[config.mk]
export PLATFORM = sky130hd
export DESIGN_NAME = vliw_issue_seq
export DESIGN_NICKNAME = d
export VERILOG_FILES = /design/src/rtl/vliw_seq_pkg.sv /design/src/rtl/vliw_seq_fsm.sv /design/src/rtl/vliw_seq_ctx.sv /design/src/rtl/vliw_seq_retire.sv /design/src/rtl/vliw_issue_seq.sv
export SDC_FILE = /design/constraint.sdc
export NUM_CORES = 1
export LEC_CHECK = 0
export ABC_CLOCK_PERIOD_IN_PS = 2400
export BUFFER_PORTS_ARGS = -buffer_cell sky130_fd_sc_hd__buf_2
export CELL_PAD_IN_SITES_DETAIL_PLACEMENT = 1
export CELL_PAD_IN_SITES_GLOBAL_PLACEMENT = 1
export CORE_AREA = 2 2 119 121
export DETAILED_ROUTE_END_ITERATION = 10
export DIE_AREA = 0 0 121 123
export GPL_ROUTABILITY_DRIVEN = 1
export GPL_TIMING_DRIVEN = 1
export PLACE_DENSITY = 0.77
export SLEW_MARGIN = 20
export SYNTH_ARGS = -nofsm -noshare
export SYNTH_HDL_FRONTEND = slang
export SYNTH_HIERARCHICAL = 1
export SYNTH_SLANG_ARGS = --single-unit
[constraint.sdc]
create_clock -name clk -period 2.4 [get_ports clk]
set_input_delay 0 -clock clk [delete_from_list [all_inputs] [get_ports clk]]
set_output_delay 0 -clock clk [all_outputs]
set_load 0.03 [all_outputs]
[src/rtl/vliw_seq_pkg.sv]
package vliw_seq_pkg;
  typedef enum logic [1:0] {
    ST_OPEN  = 2'd0,
    ST_ISSUE = 2'd1,
    ST_CLOSE = 2'd2
  } seq_state_e;

  localparam int unsigned WORD_W   = 32;
  localparam int unsigned PACK_BIT = 31;
  localparam int unsigned UNIT_W   = 3;
  localparam int unsigned SLOT_W   = 2;

  function automatic logic unit_is_media(input logic [UNIT_W-1:0] unit);
    return unit[UNIT_W-1];
  endfunction

  function automatic logic [SLOT_W-1:0] media_slot(input logic [UNIT_W-1:0] unit);
    return unit[SLOT_W-1:0];
  endfunction
endpackage

[src/rtl/vliw_seq_fsm.sv]
module vliw_seq_fsm
  import vliw_seq_pkg::*;
#(
  parameter int unsigned LIMIT = 4,
  parameter int unsigned CW    = $clog2(LIMIT + 1)
) (
  input  logic          clk,
  input  logic          rst_n,
  input  logic          ins_valid,
  input  logic          iss_ready,
  input  logic          pack_bit,
  output logic          open_o,
  output logic          issue_o,
  output logic          close_o,
  output logic          fire_o,
  output logic          first_o,
  output logic          last_o,
  output logic [CW-1:0] count_o
);
  localparam logic [CW-1:0] LAST_IDX = CW'(LIMIT - 1);

  seq_state_e    state_q;
  seq_state_e    state_d;
  logic [CW-1:0] count_q;

  assign open_o  = (state_q == ST_OPEN);
  assign issue_o = (state_q == ST_ISSUE);
  assign close_o = (state_q == ST_CLOSE);
  assign fire_o  = issue_o && ins_valid && iss_ready;
  assign first_o = (count_q == '0);
  assign last_o  = pack_bit || (count_q == LAST_IDX);
  assign count_o = count_q;

  always_comb begin
    state_d = state_q;
    unique case (state_q)
      ST_OPEN:  state_d = ST_ISSUE;
      ST_ISSUE: if (fire_o && last_o) state_d = ST_CLOSE;
      ST_CLOSE: state_d = ST_OPEN;
      default:  state_d = ST_OPEN;
    endcase
  end

  always_ff @(posedge clk or negedge rst_n) begin
    if (!rst_n) begin
      state_q <= ST_OPEN;
      count_q <= '0;
    end else begin
      state_q <= state_d;
      if (open_o)
        count_q <= '0;
      else if (fire_o)
        count_q <= count_q + 1'b1;
    end
  end
endmodule

[src/rtl/vliw_seq_ctx.sv]
module vliw_seq_ctx
  import vliw_seq_pkg::*;
#(
  parameter int unsigned       AW       = 32,
  parameter logic [AW-1:0]     RESET_PC = '0
) (
  input  logic              clk,
  input  logic              rst_n,
  input  logic              open_i,
  input  logic              fire_i,
  input  logic [AW-1:0]     npc_i,
  input  logic [UNIT_W-1:0] unit_i,
  output logic [AW-1:0]     cur_pc_o,
  output logic [AW-1:0]     prev_pc_o,
  output logic              fm_valid_o,
  output logic [SLOT_W-1:0] fm_idx_o
);
  always_ff @(posedge clk or negedge rst_n) begin
    if (!rst_n) begin
      cur_pc_o  <= RESET_PC;
      prev_pc_o <= RESET_PC;
    end else begin
      if (open_i) prev_pc_o <= cur_pc_o;
      if (fire_i) cur_pc_o  <= npc_i;
    end
  end

  always_ff @(posedge clk or negedge rst_n) begin
    if (!rst_n) begin
      fm_valid_o <= 1'b0;
      fm_idx_o   <= '0;
    end else if (open_i) begin
      fm_valid_o <= 1'b0;
      fm_idx_o   <= '0;
    end else if (fire_i && unit_is_media(unit_i)) begin
      fm_valid_o <= 1'b1;
      fm_idx_o   <= media_slot(unit_i);
    end
  end
endmodule

[src/rtl/vliw_seq_retire.sv]
module vliw_seq_retire #(
  parameter int unsigned CW = 3,
  parameter int unsigned RW = 32
) (
  input  logic          clk,
  input  logic          rst_n,
  input  logic          close_i,
  input  logic [CW-1:0] len_i,
  output logic [RW-1:0] retired_o
);
  always_ff @(posedge clk or negedge rst_n) begin
    if (!rst_n)
      retired_o <= '0;
    else if (close_i)
      retired_o <= retired_o + RW'(len_i);
  end
endmodule

[src/rtl/vliw_issue_seq.sv]
module vliw_issue_seq
  import vliw_seq_pkg::*;
#(
  parameter int unsigned   LIMIT    = 4,
  parameter int unsigned   AW       = 32,
  parameter int unsigned   RW       = 32,
  parameter logic [AW-1:0] RESET_PC = '0,
  parameter int unsigned   CW       = $clog2(LIMIT + 1)
) (
  input  logic              clk,
  input  logic              rst_n,
  input  logic              ins_valid,
  output logic              ins_ready,
  input  logic [31:0]       ins_word,
  input  logic [2:0]        ins_unit,
  output logic              iss_valid,
  input  logic              iss_ready,
  output logic [31:0]       iss_word,
  output logic [2:0]        iss_unit,
  output logic              iss_first,
  output logic              iss_last,
  input  logic [AW-1:0]     exe_npc,
  output logic              gr0_clr,
  output logic              pkt_start,
  output logic [AW-1:0]     prev_pc,
  output logic [AW-1:0]     cur_pc,
  output logic              fm_valid,
  output logic [1:0]        fm_idx,
  output logic              pkt_done,
  output logic [CW-1:0]     pkt_len,
  output logic [RW-1:0]     retired
);
  logic          open_w;
  logic          issue_w;
  logic          close_w;
  logic          fire_w;
  logic          first_w;
  logic          last_w;
  logic [CW-1:0] count_w;

  vliw_seq_fsm #(.LIMIT(LIMIT), .CW(CW)) u_fsm (
    .clk       (clk),
    .rst_n     (rst_n),
    .ins_valid (ins_valid),
    .iss_ready (iss_ready),
    .pack_bit  (ins_word[PACK_BIT]),
    .open_o    (open_w),
    .issue_o   (issue_w),
    .close_o   (close_w),
    .fire_o    (fire_w),
    .first_o   (first_w),
    .last_o    (last_w),
    .count_o   (count_w)
  );

  vliw_seq_ctx #(.AW(AW), .RESET_PC(RESET_PC)) u_ctx (
    .clk        (clk),
    .rst_n      (rst_n),
    .open_i     (open_w),
    .fire_i     (fire_w),
    .npc_i      (exe_npc),
    .unit_i     (ins_unit),
    .cur_pc_o   (cur_pc),
    .prev_pc_o  (prev_pc),
    .fm_valid_o (fm_valid),
    .fm_idx_o   (fm_idx)
  );

  vliw_seq_retire #(.CW(CW), .RW(RW)) u_ret (
    .clk       (clk),
    .rst_n     (rst_n),
    .close_i   (close_w),
    .len_i     (count_w),
    .retired_o (retired)
  );

  assign iss_valid = issue_w && ins_valid;
  assign ins_ready = issue_w && iss_ready;
  assign iss_word  = ins_word;
  assign iss_unit  = ins_unit;
  assign iss_first = first_w;
  assign iss_last  = last_w;
  assign gr0_clr   = iss_valid;
  assign pkt_start = open_w;
  assign pkt_done  = close_w;
  assign pkt_len   = count_w;
endmodule

==> metrics, run 1 <==
Clock Tree Buf Depth 2; Post-synth EDFFs 0; hpwl dp 8.182 mm; syn avg cell area 14.15 um^2; Worst Hold Class in2out; full die area 14880 um^2; Hold Path Depth 0; PwrDens 1057 nW/um^2; antenna-violating nets left 0; DR iter-0 viols 94; min-delay src ins_word[5]; Worst-path clk slew 0.06 ns; PortBufs 152; DR top layer met4; FF-to-FF Start u_fsm/state_q[0]; Vias 3253; CTS Buf Count 9; RSZ-0062 raised after global routing false; final instance area 6307 um^2; synth top area cells dfrtp_1 53%, mux2_4 16%, buf_4 5.5%; Num Clock Sinks 104; Synth Warn # 6; Critical Path Start u_fsm/state_q[0]; Slew Limit Fails 0; Syn Nets 424; first-pass GRT wire length 19.29 mm; largest net degree at the start of global routing 50; Max IR drop VDD 607.4 uV; starting density of the core 35.98%; H-tree depth 3; Core ar. 13610 um^2; root buffer cell clkbuf_16; Crit Path Category reg2reg; Synth Flop Type dfrtp_1; final setup vio count 0; startpoint types register; GRT Util Overall 16.71%; worst-case reg-to-reg path depth 7; Die W 121 um; # diodes 0; I/O pin cnt 215; WP data required 2.67 ns; register area share after synthesis 53.14%; asr flop ratio synth 100.0%; routability congestion estimate 0.7815; vias in the first global route 3668; Finished Layout Cells 699; Slew HR 73.19%; CP Capture Type register; Yosys top cell area share 53.14%; Cell variety after synth 43; Period minus WS final 2.244 ns; Chip Height 123 um; Final WS setup 0.1564 ns; Pleak 3.170 nW; antenna violations before repair 0; WL met1 4.863 mm; largest area contributor in the netlist dfrtp_1; Area Growth Syn to Fin 28.79%; Max Cap Violations 0; Total Wirelength 12.13 mm; fin crit share 93.49%; Post-route DRC 0; worst setup skew after layout 0.007984 ns; wire per inst 17.36 um; Layout Utilization 46.34%; Overall Power 6.665 mW; synthesized instance count 346; vias per cell 4.654; Cell Area, Synth 4897 um^2; outcome completed; placed cell area 5612 um^2; clock latency on the worst-skew pair 0.34 ns; Setup TNS 0 ns; met3 wire len 787 um; Hold Violations, Final 0; row count 43; Post-Place Worst Slack 0.2461 ns; Cells after DPL 643; Worst-Margin Slew 0.4004 ns; total iterations of the first detailed-routing run 4; critical path fanouts, max 11; fmax 0.4457 GHz; CTS tree done; grt ovf 0; met2 WL 6.255 mm; Worst Hold Slack 0.00001056 ns; CP arrival 2.52 ns; layout cell share with drive strength beyond 1 49.90%; nets@finish 593; synthesis-stage register bit count 104; Post CTS Setup Buffer Count 0
routing by layer:
layer	vias to the layer above	track usage, %
met5	-	0
met4	0	5.887
met3	24	4.705
met2	122	30.16
met1	1634	18.91
li1	1473	-
final timing paths:
kind,to,slack (ns)
max,u_ctx/fm_idx_o[1],0.16
min,iss_word[5],0.00001
max reg2reg,u_ctx/fm_idx_o[1],0.16
min reg2reg,u_ret/retired_o[31],0.47
max in group asynchronous,u_ret/retired_o[11],1.58
min in group asynchronous,u_ctx/prev_pc_o[25],0.13
timing repair:
item / CTS / global route
endpoints found under the hold margin: 115 / 0
endpoints found under the setup margin: 0 / 2
gates resized for setup: 0 / 1
hold buffers: 41 / 0
critical path: stages (launching register included):
cell and delay, ns:
dfrtp_1 0.50, nor2b_4 0.22, nand3_2 0.14, clkinv_2 0.24, buf_4 0.25, nand3_1 0.11
dlygate4sd3_1 0.59, a21oi_2 0.12
logic make-up after synthesis:
family	share of synthesized area (%)
flip-flops	53.14
AND/OR/NAND/NOR	9.274
multiplexers	19.16
buffers and inverters	8.661
XOR/XNOR	5.365
AO/OA/AOI/OAI	2.453
adder cells (fa/ha/maj)	1.942
sequential cells by signal (all words and copies together) (netlist names):
| name | flops |
|---|---|
| u_ctx/cur_pc_o | 32 |
| u_ctx/fm_idx_o | 2 |
| u_ctx/fm_valid_o | 1 |
| u_ctx/prev_pc_o | 32 |
| u_fsm/count_o | 3 |
| u_fsm/state_q | 2 |
| u_ret/retired_o | 32 |
cell type report:
| class | count | area, um^2 |
|---|---|---|
| fill | 1454 | 7305 |
| timing repair buffer | 202 | 1279 |
| clock inverter | 2 | 13.76 |
| multi-input combinational | 188 | 1878 |
| sequential | 104 | 2603 |
| tap | 180 | 225.2 |
| clock buffer | 13 | 270.3 |
| inverter | 10 | 38.79 |
synth_stat cells (6+ instances only):
library cell  count
inv_1            10
mux2_2           14
mux2_4           52
xnor2_1          20
nor3_1            6
nor2_1           11
nand2_1          12
buf_4            36
nand4_1           7
dfrtp_1         104
ha_1              6
xor2_1           10
nand3_1           8
cells in the final DEF, fill, tap and decap left out, types with 2 or more instances in the layout:
master         synthesis  final
ha_1                   6      6
nand4_1                7      7
dfrtp_1              104    104
clkbuf_8               0      3
a21oi_1                5      5
nand2_1               12     12
mux2_2                14     14
and3_1                 4      4
nand3_2                2      2
mux2_4                52     52
xnor2_1               20     20
buf_12                 3      3
buf_2                  0    151
clkinv_2               0      2
nand2b_1               2      2
nor2b_1                2      2
nand3_1                8      8
dlygate4sd3_1          0     41
inv_1                 10      9
nor3_1                 6      6
clkbuf_16              0      9
and2_1                 2      2
xor2_1                10     10
a21oi_2                2      2
nor2_1                11     10
buf_4                 36      7
a21bo_1                2      2
nor4_4                 2      2
power breakdown:
part	leakage, nW	internal (mW)	total, mW	switching, mW
combinational	1.73	1.08	2.72	1.64
sequential	1.30	2.22	2.55	0.333
clock	0.142	0.784	1.40	0.613
total	3.17	4.08	6.66	2.58
No activity file was read; power rests on OpenSTA's default activity.
==> run 2, diff against run 1 <==
--- a/config.mk
+++ b/config.mk
@@ -5,7 +5,7 @@
 export SDC_FILE = /design/constraint.sdc
 export NUM_CORES = 1
 export LEC_CHECK = 0
-export ABC_CLOCK_PERIOD_IN_PS = 2400
+export ABC_CLOCK_PERIOD_IN_PS = 2150
 export BUFFER_PORTS_ARGS = -buffer_cell sky130_fd_sc_hd__buf_2
 export CELL_PAD_IN_SITES_DETAIL_PLACEMENT = 1
 export CELL_PAD_IN_SITES_GLOBAL_PLACEMENT = 1
@@ -15,7 +15,6 @@
 export GPL_ROUTABILITY_DRIVEN = 1
 export GPL_TIMING_DRIVEN = 1
 export PLACE_DENSITY = 0.77
-export SLEW_MARGIN = 20
 export SYNTH_ARGS = -nofsm -noshare
 export SYNTH_HDL_FRONTEND = slang
 export SYNTH_HIERARCHICAL = 1
==> constraint.sdc (replaced) <==
create_clock -name clk -period 2.15 [get_ports clk]
set_input_delay 0 -clock clk [delete_from_list [all_inputs] [get_ports clk]]
set_output_delay 0 -clock clk [all_outputs]
set_load 0.03 [all_outputs]
==> run 2 against run 1 <==
Effect of this change: setup slack worse by 0.052 ns; sequential share of layout area shrank 0.30 points; via count is 0.98% higher; critical path type unchanged.
==> metrics, run 2 (synthesized netlist as in run 1, its figures left out) <==
outcome completed; worst setup skew after layout 0.005356 ns; Logic pwr share 41.9%; grt ovf 0; switching power of the nets 2.919 mW; placed cell area 5635 um^2; hpwl dp 8.389 mm; Worst-Margin Slew 0.3735 ns; CTS tree done; Reg power frac 38.4%; most frequent cells in the layout 151 x buf_2, 102 x dfrtp_1, 52 x mux2_4, 40 x dlygate4sd3_1, 20 x xnor2_1; Finished Layout Cells 701; fin crit share 95.14%; Hold Path Depth 0; Slew HR 74.91%; Crit Path Category reg2reg; vias in the first global route 3654; Power Internal 4.482 mW; WHS Endpoint iss_word[17]; PwrDens 1164 nW/um^2; GRT Util Overall 16.92%; Num Clock Sinks 104; Setup TNS 0 ns; antenna-violating nets left 0; critical path fanouts, max 5; vias per cell 4.686; Vias 3285; DR iter-0 viols 117; commonest non-fill, non-tap cell in the layout buf_2; total iterations of the first detailed-routing run 3; Total Wirelength 12.35 mm; switching share of power 39.44%; final setup vio count 0; Period minus WS final 2.045 ns; CTS Buf Count 9; antenna violations before repair 0; row count 43; CP Capture Type register; Core ar. 13610 um^2; Cells after DPL 646; full die area 14880 um^2; PortBufs 152; nets@finish 597; Pleak 3.184 nW; Layout fillers 1439; Max IR drop VDD 620.8 uV; Overall Power 7.401 mW; routability congestion estimate 0.8060; Chip Height 123 um; wire per inst 17.61 um; Slew Limit Fails 0; starting density of the core 35.98%; worst-case reg-to-reg path depth 6; biggest regs u_ctx/cur_pc_o (32), u_ctx/prev_pc_o (32), u_ret/retired_o (32); CP arrival 2.33 ns; # diodes 0; FF-to-FF Start u_fsm/count_o[1]; Area Growth Syn to Fin 29.87%; final instance area 6360 um^2; root buffer cell clkbuf_16; Worst Hold Class in2out; WP data required 2.43 ns; first-pass GRT wire length 19.44 mm; Hold Violations, Final 0; Max Cap Violations 0; largest net degree at the start of global routing 58; power share of the clock group 19.6%; clock latency on the worst-skew pair 0.35 ns; FF-to-FF End u_fsm/state_q[0]; Worst-path clk slew 0.06 ns; Die W 121 um; setup slack, reg-to-reg 0.10 ns; Clock Tree Buf Depth 2; I/O pin cnt 215; layout cell share with drive strength beyond 1 51.82%; Post-route DRC 0; register area 2605 um^2; min-delay src ins_word[17]; startpoint types register; H-tree depth 3; fmax 0.4889 GHz; area of the multi-input gates 1916 um^2; RSZ-0062 raised after global routing false; Layout Utilization 46.72%
run 2: power groups by stage:
stage / sequential, mW / clock, mW / combinational (mW)
5_1_grt: 2.92 / 1.59 / 3.27
3_5_place_dp: 2.87 / 0 / 3.01
6_report: 2.84 / 1.45 / 3.10
4_1_cts: 2.84 / 1.52 / 3.09
3_3_place_gp: 2.81 / 0 / 2.97
2_1_floorplan: 3.87 / 0 / 1.16
run 2: per-stage QoR:
step	setup slack (ns)	hold slack, ns
floorplan	0.02299	-0.2956
global placement	0.1314	-0.06981
detailed placement	0.03270	-0.05730
CTS	0.01187	0.0002048
global route	0.01253	0.00004343
finish	0.1046	0.00001056
run 2: worst max-delay path, cell delays in order (launching register included):
cell and delay, ns:
dfrtp_2 0.44, buf_4 0.17, ha_1 0.18, ha_1 0.18, or2_1 0.27, a41oi_2 0.19, dlygate4sd3_1 0.56
run 2: worst max path at each step:
| stage | end | slack [ns] | startpoint |
|---|---|---|---|
| floorplan | u_ret/retired_o[8] | 0.02 | u_fsm/count_o[0] |
| global placement | u_ret/retired_o[8] | 0.13 | u_fsm/count_o[0] |
| detailed placement | u_ret/retired_o[28] | 0.03 | u_ret/retired_o[0] |
| CTS | u_ret/retired_o[28] | 0.01 | u_ret/retired_o[0] |
| global route | u_ret/retired_o[28] | 0.01 | u_fsm/count_o[2] |
| finish | u_fsm/state_q[0] | 0.10 | u_fsm/count_o[1] |
run 2: layout make-up:
type / count / area share, %
clock inverter: 4 / 0.3935
tap: 180 / 3.541
clock buffer: 9 / 3.541
multi-input combinational: 188 / 30.12
sequential: 104 / 40.96
inverter: 10 / 0.6295
timing repair buffer: 206 / 20.81
run 2: timing repair:
item | 4_1_cts | 5_1_grt
resized for setup | 0 | 9
hold buffers | 40 | 0
setup buffers | 0 | 1
endpoints found under the hold margin | 141 | 0
endpoints found under the setup margin | 0 | 7
run 2: layer usage:
metal	vias up	global-route usage, %	wire (um)
met1	1654	19.53	5125
met5	-	0	0
met3	24	4.336	611
li1	1495	-	-
met2	112	29.78	6352
met4	0	7.267	258
